`src/rtl/exc_pkg.sv`:
```
package exc_pkg;
  localparam int N_LVL  = 4;
  localparam int LVL_W  = 2;
  localparam int N_KIND = 4;
  localparam int KIND_W = 2;
  localparam int MASK_W = 4;
  localparam int SLOT_SHIFT  = 7;   // 0x80-byte slots
  localparam int ALIGN_BITS  = 11;  // 2 KB table

  typedef enum logic [KIND_W-1:0] {
    KIND_SYNC = 2'd0,
    KIND_IRQ  = 2'd1,
    KIND_FIQ  = 2'd2,
    KIND_SERR = 2'd3
  } exc_kind_e;

  typedef enum logic [1:0] {
    ORG_SAME_SP0 = 2'd0,
    ORG_SAME_SPX = 2'd1,
    ORG_LOW_64   = 2'd2,
    ORG_LOW_32   = 2'd3
  } exc_origin_e;

  typedef struct packed {
    logic [LVL_W-1:0]  lvl;
    logic              sp_sel;
    logic              aa32;
    logic [MASK_W-1:0] mask;
  } exc_ctx_t;
endpackage

```
`src/rtl/exc_arbiter.sv`:
```
module exc_arbiter
  import exc_pkg::*;
(
  input  logic [N_KIND-1:0] req,
  output logic              any,
  output exc_kind_e         kind
);
  // Highest index wins: system error over FIQ over IRQ over synchronous.
  always_comb begin
    kind = KIND_SYNC;
    for (int k = 0; k < N_KIND; k++) begin
      if (req[k]) kind = exc_kind_e'(k[KIND_W-1:0]);
    end
    any = |req;
  end
endmodule

```
`src/rtl/exc_route.sv`:
```
module exc_route
  import exc_pkg::*;
(
  input  logic [LVL_W-1:0] want_lvl,
  input  logic [LVL_W-1:0] from_lvl,
  input  logic             from_sp_sel,
  input  logic             from_aa32,
  output logic [LVL_W-1:0] dest_lvl,
  output exc_origin_e      origin
);
  logic [LVL_W-1:0] raised;

  always_comb begin
    raised   = (want_lvl < from_lvl) ? from_lvl : want_lvl;
    dest_lvl = (raised == '0) ? LVL_W'(1) : raised;
    if (dest_lvl == from_lvl)
      origin = from_sp_sel ? ORG_SAME_SPX : ORG_SAME_SP0;
    else
      origin = from_aa32 ? ORG_LOW_32 : ORG_LOW_64;
  end
endmodule

```
`src/rtl/exc_vector_calc.sv`:
```
module exc_vector_calc
  import exc_pkg::*;
#(
  parameter int ADDR_W = 64
) (
  input  logic [ADDR_W-1:ALIGN_BITS] base_hi,
  input  exc_origin_e                origin,
  input  exc_kind_e                  kind,
  output logic [ADDR_W-1:0]          handler
);
  localparam int OFS_W = 2 + KIND_W + SLOT_SHIFT;
  logic [OFS_W-1:0] ofs;

  always_comb begin
    ofs     = {origin, kind, {SLOT_SHIFT{1'b0}}};
    handler = {base_hi, {ALIGN_BITS{1'b0}}} | ADDR_W'(ofs);
  end
endmodule

```
`src/rtl/exc_level_bank.sv`:
```
module exc_level_bank
  import exc_pkg::*;
#(
  parameter int ADDR_W = 64
) (
  input  logic                       clk,
  input  logic                       rst_n,
  input  logic                       base_we,
  input  logic [LVL_W-1:0]           base_sel,
  input  logic [ADDR_W-1:0]          base_wdata,
  input  logic [LVL_W-1:0]           base_rd_lvl,
  output logic [ADDR_W-1:ALIGN_BITS] base_rd,
  input  logic                       save_en,
  input  logic [LVL_W-1:0]           save_lvl,
  input  logic [ADDR_W-1:0]          save_link,
  input  exc_ctx_t                   save_ctx,
  input  logic [LVL_W-1:0]           ret_rd_lvl,
  output logic [ADDR_W-1:0]          link_rd,
  output exc_ctx_t                   ctx_rd
);
  localparam int HI_W = ADDR_W - ALIGN_BITS;

  logic [HI_W-1:0]   base_q [N_LVL-1:1];
  logic [ADDR_W-1:0] link_q [N_LVL-1:1];
  exc_ctx_t          ctx_q  [N_LVL-1:1];

  for (genvar l = 1; l < N_LVL; l++) begin : g_lvl
    logic [HI_W-1:0]   base_d;
    logic [ADDR_W-1:0] link_d;
    exc_ctx_t          ctx_d;
    logic              base_en, save_hit;

    always_comb begin
      base_en  = base_we && (base_sel == LVL_W'(l));
      save_hit = save_en && (save_lvl == LVL_W'(l));
      base_d   = base_en  ? base_wdata[ADDR_W-1:ALIGN_BITS] : base_q[l];
      link_d   = save_hit ? save_link : link_q[l];
      ctx_d    = save_hit ? save_ctx  : ctx_q[l];
    end

    always_ff @(posedge clk or negedge rst_n) begin
      if (!rst_n) begin
        base_q[l] <= '0;
        link_q[l] <= '0;
        ctx_q[l]  <= '0;
      end else begin
        base_q[l] <= base_d;
        link_q[l] <= link_d;
        ctx_q[l]  <= ctx_d;
      end
    end

    // a level's resume address moves only when that level is the destination
    p_link_hold_r6: assert property (@(posedge clk) disable iff (!rst_n)
      !(save_en && save_lvl == LVL_W'(l)) |=> $stable(link_q[l]));
  end

  always_comb begin
    base_rd = '0;
    link_rd = '0;
    ctx_rd  = '0;
    for (int l = 1; l < N_LVL; l++) begin
      if (base_rd_lvl == LVL_W'(l)) base_rd = base_q[l];
      if (ret_rd_lvl == LVL_W'(l)) begin
        link_rd = link_q[l];
        ctx_rd  = ctx_q[l];
      end
    end
  end
endmodule

```
`src/rtl/exc_entry_ctrl.sv`:
```
module exc_entry_ctrl
  import exc_pkg::*;
#(
  parameter int ADDR_W = 64
) (
  input  logic              clk,
  input  logic              rst_n,
  input  logic [3:0]        req_valid,
  input  logic [1:0]        req_target,
  input  logic [1:0]        req_cur_level,
  input  logic              req_sp_sel,
  input  logic              req_aa32,
  input  logic [3:0]        req_mask,
  input  logic [ADDR_W-1:0] req_ret_addr,
  input  logic              eret_valid,
  input  logic [1:0]        eret_level,
  input  logic              base_we,
  input  logic [1:0]        base_sel,
  input  logic [ADDR_W-1:0] base_wdata,
  output logic              redir_valid,
  output logic [ADDR_W-1:0] redir_addr,
  output logic [1:0]        cur_level,
  output logic              cur_sp_sel,
  output logic              cur_aa32,
  output logic [3:0]        cur_mask
);
  localparam int HALF_W = 32;

  logic                       take;
  exc_kind_e                  kind;
  logic [LVL_W-1:0]           dest_lvl;
  exc_origin_e                origin;
  logic [ADDR_W-1:ALIGN_BITS] dest_base;
  logic [ADDR_W-1:0]          handler;
  logic [ADDR_W-1:0]          link_wr;
  logic [ADDR_W-1:0]          link_rd;
  exc_ctx_t                   ctx_wr, ctx_rd;
  logic                       ret_take;

  exc_arbiter u_arb (
    .req  (req_valid),
    .any  (take),
    .kind (kind)
  );

  exc_route u_route (
    .want_lvl    (req_target),
    .from_lvl    (req_cur_level),
    .from_sp_sel (req_sp_sel),
    .from_aa32   (req_aa32),
    .dest_lvl    (dest_lvl),
    .origin      (origin)
  );

  exc_vector_calc #(.ADDR_W(ADDR_W)) u_vec (
    .base_hi (dest_base),
    .origin  (origin),
    .kind    (kind),
    .handler (handler)
  );

  always_comb begin
    link_wr = req_aa32 ? {{(ADDR_W-HALF_W){1'b0}}, req_ret_addr[HALF_W-1:0]}
                       : req_ret_addr;
    ctx_wr  = '{lvl: req_cur_level, sp_sel: req_sp_sel,
                aa32: req_aa32, mask: req_mask};
  end

  exc_level_bank #(.ADDR_W(ADDR_W)) u_bank (
    .clk         (clk),
    .rst_n       (rst_n),
    .base_we     (base_we),
    .base_sel    (base_sel),
    .base_wdata  (base_wdata),
    .base_rd_lvl (dest_lvl),
    .base_rd     (dest_base),
    .save_en     (take),
    .save_lvl    (dest_lvl),
    .save_link   (link_wr),
    .save_ctx    (ctx_wr),
    .ret_rd_lvl  (eret_level),
    .link_rd     (link_rd),
    .ctx_rd      (ctx_rd)
  );

  // Next-state logic for the redirect and the live context
  logic              redir_valid_d;
  logic [ADDR_W-1:0] redir_addr_d;
  exc_ctx_t          cur_d, cur_q;
  logic              redir_en;

  always_comb begin
    ret_take      = eret_valid && (eret_level != '0) && !take;
    redir_en      = take || ret_take;
    redir_valid_d = redir_en;
    redir_addr_d  = redir_addr;
    cur_d         = cur_q;
    if (take) begin
      redir_addr_d = handler;
      cur_d        = '{lvl: dest_lvl, sp_sel: 1'b1, aa32: 1'b0, mask: '1};
    end else if (ret_take) begin
      redir_addr_d = link_rd;
      cur_d        = ctx_rd;
    end
  end

  always_ff @(posedge clk or negedge rst_n) begin
    if (!rst_n) begin
      redir_valid <= 1'b0;
      redir_addr  <= '0;
      cur_q       <= '{lvl: LVL_W'(N_LVL-1), sp_sel: 1'b1, aa32: 1'b0, mask: '1};
    end else begin
      redir_valid <= redir_valid_d;
      if (redir_en) begin
        redir_addr <= redir_addr_d;
        cur_q      <= cur_d;
      end
    end
  end

  assign cur_level  = cur_q.lvl;
  assign cur_sp_sel = cur_q.sp_sel;
  assign cur_aa32   = cur_q.aa32;
  assign cur_mask   = cur_q.mask;

  // entry never drops below the interrupted level and never lands on level 0
  p_no_descend_r2: assert property (@(posedge clk) disable iff (!rst_n)
    (|req_valid) |=> (cur_level >= $past(req_cur_level)) && (cur_level != 2'd0));

  // entry leaves every mask bit set
  p_mask_set_r7: assert property (@(posedge clk) disable iff (!rst_n)
    (|req_valid) |=> (cur_mask == 4'hF) && redir_valid);

  // a handler address always starts a 0x80-byte slot
  p_slot_align_r4: assert property (@(posedge clk) disable iff (!rst_n)
    (|req_valid) |=> (redir_addr[SLOT_SHIFT-1:0] == '0));

  // a redirect must have a cause in the previous cycle
  p_redir_cause_r9: assert property (@(posedge clk) disable iff (!rst_n)
    (req_valid == '0) && !(eret_valid && eret_level != 2'd0) |=> !redir_valid);

  // a return from level 0 leaves the live context alone
  p_eret0_quiet_r9: assert property (@(posedge clk) disable iff (!rst_n)
    (req_valid == '0) && eret_valid && (eret_level == 2'd0)
      |=> $stable(cur_level) && $stable(cur_mask));
endmodule

```
`config.mk`:
```
export PLATFORM = sky130hd
export DESIGN_NAME = exc_entry_ctrl
export DESIGN_NICKNAME = d
export VERILOG_FILES = /design/src/rtl/exc_pkg.sv /design/src/rtl/exc_arbiter.sv /design/src/rtl/exc_route.sv /design/src/rtl/exc_vector_calc.sv /design/src/rtl/exc_level_bank.sv /design/src/rtl/exc_entry_ctrl.sv
export SDC_FILE = /design/constraint.sdc
export NUM_CORES = 1
export LEC_CHECK = 0
export ABC_AREA = 1
export ABC_CLOCK_PERIOD_IN_PS = 1470
export BUFFER_PORTS_ARGS = -buffer_cell sky130_fd_sc_hd__buf_2
export CORE_UTILIZATION = 60
export DETAILED_ROUTE_END_ITERATION = 6
export HOLD_SLACK_MARGIN = 0.08
export PLACE_DENSITY = 0.8
export SYNTH_ARGS = -nofsm -noshare
export SYNTH_HDL_FRONTEND = slang
export SYNTH_SLANG_ARGS = --single-unit
```
`constraint.sdc`:
```
create_clock -name clk -period 1.47 [get_ports clk]
set_input_delay 0.147 -clock clk [delete_from_list [all_inputs] [get_ports clk]]
set_output_delay 0.147 -clock clk [all_outputs]
set_load 0.02 [all_outputs]
```
; ---- Word level (Yosys, flattened, before mapping)
; Cells that the tools add are included.
[op_classes]
magnitude_cmp = 1
n_eq_ne = 10
n_mux = 22
bitwise_logic = 1
n_reduce_logical = 15
[op_table]
columns = op, n
row1 = 64-bit 2-to-1 mux, 6
row2 = 53-bit 2-to-1 mux, 3
row3 = 64-bit by 11-bit bitwise OR with 64-bit output, 1
row4 = 8-bit 2-to-1 mux, 5
row5 = "2-bit == test, second input constant", 6
row6 = 2-bit 2-to-1 mux, 5
row7 = 1-bit logical AND, 8
row8 = "2-bit by 1-bit == test with 1-bit output, second input constant", 3
row9 = 2-bit nonzero test, 2
row10 = 4-bit OR reduction, 1
row11 = 1-bit 2-to-1 mux, 3
row12 = 2-bit == test, 1
row13 = 2-bit logical NOT, 1
row14 = 2-bit less-than comparator, 1
row15 = 2-bit AND reduction, 1
row16 = 1-bit logical NOT, 1
row17 = 1-bit logical OR, 1
[totals]
register_bits = 448
input_bits = 150
out_inout_bits = 73
word_cells = 73

; ---- Depth between registers and ports, before layout
[depth]
ltp_word = 10
mapped_depth = 13
mapped_depth_nobuf = 12

; ---- Hierarchy
; A second synthesis with hierarchy kept.
[unflattened]
hier_cells = 2944
area_unflattened_um2 = 22806.9
[by_module_without_submodules]
columns = module, n_inst, cells_each, area_per_inst_um2
row1 = exc_level_bank, 1, 2252, 18203.7
row2 = exc_entry_ctrl, 1, 599, 3956.3
row3 = exc_vector_calc, 1, 65, 484.2
row4 = exc_route, 1, 20, 130.1
row5 = exc_arbiter, 1, 8, 32.5

; ---- Worst setup path before layout
; Ideal clock, no wire load.
[synth_timing]
path_type = input to register
start = in req_cur_level[1]
end = reg u_bank.link_q[110] (netlist bit)
setup_ns = 0.116
arrival_ns = 1.372
required_time_ns = 1.354
setup_slack_ns = -0.019
path_stages = 11
path_buffers = 2
cell_sequence = inv_1 > ha_1 > nand2_1 > nand2_2 > nand3_1 > nor2_2 > inv_2 > buf_2 > buf_6 > nand2_1 > nand2_1
[synth_via]
elab_chain_len = 6
[synth_rtl]
columns = item, line
row1 = start: declaration, exc_entry_ctrl.sv:10  ; input logic [1:0] req_cur_level,
row2 = 2-bit less-than comparator, exc_route.sv:14  ; raised = (want_lvl < from_lvl) ? from_lvl : want_lvl;
row3 = 2-bit 2-to-1 mux *, exc_route.sv:14
row4 = 2-bit logical NOT, exc_route.sv:15  ; dest_lvl = (raised == '0) ? LVL_W'(1) : raised;
row5 = 2-bit 2-to-1 mux *, exc_route.sv:15
row6 = 2-bit == test *, exc_level_bank.sv:35  ; save_hit = save_en && (save_lvl == LVL_W'(l));
row7 = 1-bit logical AND *, exc_level_bank.sv:35
row8 = end signal: indexed assignment, exc_level_bank.sv:48  ; link_q[l] <= link_d;
row9 = end: declaration, exc_level_bank.sv:24  ; logic [ADDR_W-1:0] link_q [N_LVL-1:1];
; Every way passes the cells marked *; elsewhere a longest branch is shown, timed or not.
; A chain may end at the register's enable or synchronous reset.

; ---- Final worst setup path
[layout_timing]
start = reg cur_q (netlist bit cur_sp_sel)
end = out cur_sp_sel
[layout_lines]
columns = item, line
row1 = start: declaration, exc_entry_ctrl.sv:89  ; exc_ctx_t cur_d, cur_q;
row2 = start signal: assignment, exc_entry_ctrl.sv:111  ; cur_q <= '{lvl: LVL_W'(N_LVL-1), sp_sel: 1'b1, aa32: 1'b0, mask: '1};
row3 = start signal: assignment, exc_entry_ctrl.sv:116  ; cur_q <= cur_d;
row4 = end: declaration, exc_entry_ctrl.sv:23  ; output logic cur_sp_sel,
; No word-level cell between the ends.

==> results.sh <==
export IMPL_pwr_share_comb_pct=16.6
export IMPL_clock_path_buffers=3
export IMPL_power_share_switching_pct=28.9
export IMPL_syn_area_per_cell_sq_um=8.21
export IMPL_leakage_uw=0.0127
export IMPL_syn_area_sq_um=19600
export IMPL_synth_top_family_by_area="simple AND/OR/NAND/NOR gates"
export IMPL_timing_hold_ws_ns=0.102
export IMPL_yosysMostFrequentCell="nand2_1"
export IMPL_maxSlewViolCount=0
export IMPL_antenna_found_initial=0
export IMPL_synthAdderAreaFrac_pct=0.255
export IMPL_cp_data_arrival_time_ns=1.29
export IMPL_crit_required_ns=1.32
export IMPL_synthFlopType="dfrtp_1"
export IMPL_worstSetupEndpointType="output port"
export IMPL_cellPowerDensity_nw_per_um2=1320
export IMPL_grt_pass1_wl_microns=92600
export IMPL_seq_power_share_pct=46.5
export IMPL_cts_setup_buffers=0
export IMPL_gr_total_overflow=0
export IMPL_synth_nets=2543
export IMPL_cts_buffers_inserted=46
export IMPL_clkPwrFrac_pct=36.9
export IMPL_yosys_warnings=0
export IMPL_viasPerCell=5.65
export IMPL_clk_latency_ns=0.58
export IMPL_core_sq_um=31900
export IMPL_synth_compound_area_share_pct=12.3
export IMPL_async_flop_share_pct=100
export IMPL_netlist_top_cells_area="dfrtp_1 56%, nand2_1 16%, o21ai_0 8.7%, inv_1 4.6%, nand3_1 2.4%"
export IMPL_ys_top_cells_by_count="834 x nand2_1, 441 x dfrtp_1, 340 x o21ai_0, 240 x inv_1, 113 x nor2_1"
export IMPL_max_stage_delay_ns=0.55
export IMPL_rsz0062_at_grt="false"
export IMPL_power_switching_uw=9510
export IMPL_path_clk_slew_ns=0.06
export IMPL_worst_setup_path_start_kind="flop"
export IMPL_drc=1
export IMPL_post_route_min_period_ns=1.44
export IMPL_grt_pass1_vias=17481
export IMPL_synth_seq_cells=448
export IMPL_cp_top_family="flip-flops"
export IMPL_via_count=18124
export IMPL_place_area_sq_um=21900
export IMPL_setup_violations_final=0
export IMPL_netlist_instances=2389
export IMPL_path_max_fanout=2
export IMPL_drt_initial_drc_count=2210
export IMPL_gp_congestion=0.897
export IMPL_synth_xor_area_share_pct=0
export IMPL_cp_cell_sequence="buf_2"
export IMPL_die_area_sq_um=33400
export IMPL_violations="DRC"
export IMPL_worst_slew_pin_slew_ns=0.772
export IMPL_grt_usage_pct=35.3
export IMPL_fin_ws_ns=0.0332
export IMPL_finalClockSkew_ns=0.0198
export IMPL_drive_above_1_share_pct=15.4
export IMPL_cts_tree="done"
export IMPL_synth_top_area_share_pct=56.2
export IMPL_synth_distinct_cells=29
export IMPL_synth_simple_area_share_pct=22.2
export IMPL_ant_nets=0
export IMPL_syn2layout_area_growth_pct=26.6
export IMPL_drv_cap=0
export IMPL_post_place_ws_ns=-0.293
export IMPL_synth_edf_count=0
export IMPL_yosys_mux_area_fraction_pct=0
export IMPL_final_cell_area_sq_um=24800
export IMPL_maxSlewHeadroom_pct=48.6
export IMPL_status="finished with violations"
export IMPL_worst_setup_path_type="reg -> out"
export IMPL_die_w_microns=183
export IMPL_fillers=2166
export IMPL_start_util_pct=61.6
export IMPL_grt_max_degree=71
export IMPL_total_power_uw=32900
export IMPL_worst_path_buf_inv=1
export IMPL_regArea_sq_um=11200
export IMPL_period_share_pct=97.7
export IMPL_drt_total_wl_microns=58100
export IMPL_final_nets=2890
export IMPL_wire_per_inst_microns=18.1
export IMPL_drt_pass1_iter_count=7
export IMPL_clock_sinks=448
export IMPL_rows=65
export IMPL_max_freq_ghz=0.696
export IMPL_slowest_stage="dfstp_2"
export IMPL_intPower_uw=23400
export IMPL_hold_viol=0
export IMPL_ys_seq_area_share_pct=57.2
export IMPL_fin_setup_tns_ns=0
export IMPL_io_buffers=211
export IMPL_dp_hpwl_microns=37300
export IMPL_io_pins=223
export IMPL_htree_levels=2
export IMPL_hold_path_class="in -> reg"
export IMPL_root_buffer="clkbuf_16"
export IMPL_die_height_microns=183
export IMPL_yosysTopAreaCell="dfrtp_1"
export IMPL_vdd_ir_drop_worst_uv=1140
export IMPL_multi_input_area_sq_um=6880
[per-layer routing]
metal,vias to the layer above,track usage [%],routed length (microns)
met3,180,6.10,5300
met2,1025,54.8,26800
li1,8258,-,-
met5,-,0,0
met1,8661,49.3,23300
met4,0,15.5,2710
[power groups by stage]
stage,Sequential (uW),Clock (uW),Combinational [uW]
2_1_floorplan,15500,0,2670
3_3_place_gp,15400,0,4860
3_5_place_dp,15400,0,5060
4_1_cts,15200,12200,5400
5_1_grt,15500,12700,6060
6_report,15300,12100,5470
[sequential cells by signal, indices dropped and copies added, names as in the netlist]
name	flops
cur_aa32	1
u_bank.ctx_q	24
redir_valid	1
redir_addr	64
u_bank.base_q	159
cur_mask	4
cur_sp_sel	1
cur_level	2
u_bank.link_q	192
[stage by stage]
| step | util, % | instances |
|---|---|---|
| global route | 77.9 | 3209 |
| detailed placement | 68.8 | 2993 |
| finish | 77.9 | 3210 |
| floorplan | - | 2389 |
| CTS | 77.9 | 3209 |
| global placement | 68.8 | 2993 |
[repair_timing]
action / CTS / global route
gates resized for setup: 0 / 4
hold endpoints to repair: 819 / 0
hold buffers: 130 / 0
setup endpoints to repair: 0 / 26
[area by class of cell]
class	count	share of cell area, %
Inverter	250	3.78
Sequential cell	448	45.2
Antenna cell	1	0.0101
Clock inverter	20	1.01
Multi-Input combinational cell	1547	27.7
Tap cell	435	2.19
Timing Repair Buffer	443	14.7
Clock buffer	66	5.42
[placed cells by master, fill, tap and decap left out, types with 5 or more instances in the layout]
cell           synthesis  routed
clkinv_2               0      10
dfstp_2                7       7
o21ai_0              340     338
clkbuf_16              0      46
nor2_4                 2       5
a41oi_1                5       5
clkbuf_1              66       8
inv_2                 10      10
o221ai_1               8       8
nor2_1               113     112
clkbuf_8               0      12
nand2_1              834     831
nand4_1               36      36
o211ai_1               9       9
o21ai_1               13      15
o22ai_1               29      29
nand3_1               95      92
o21a_1                12      12
dlygate4sd3_1          0     130
nand2_2                4       5
buf_12                 0      42
dfrtp_1              441     441
a21oi_1               30      30
buf_2                 64     210
inv_1                240     240
buf_4                  7      60
[logic make-up after synthesis]
logic type	after synthesis
simple gates	1093
compound gates	450
flops	448
buf+inv	394
fa+ha+maj	4
[final timing paths]
kind	from	cells after the start	slack (ns)	end
max	cur_sp_sel	1	0.03	cur_sp_sel
min	req_cur_level[1]	4	0.10	u_bank.ctx_q[23]
max reg2reg	u_bank.link_q[142]	6	0.19	redir_addr[14]
min reg2reg	u_bank.link_q[58]	2	0.47	u_bank.link_q[58]
max in group asynchronous	rst_n	3	0.33	u_bank.link_q[26]
min in group asynchronous	rst_n	3	0.22	redir_addr[31]
Note: power is estimated with default switching activity, not from simulation.
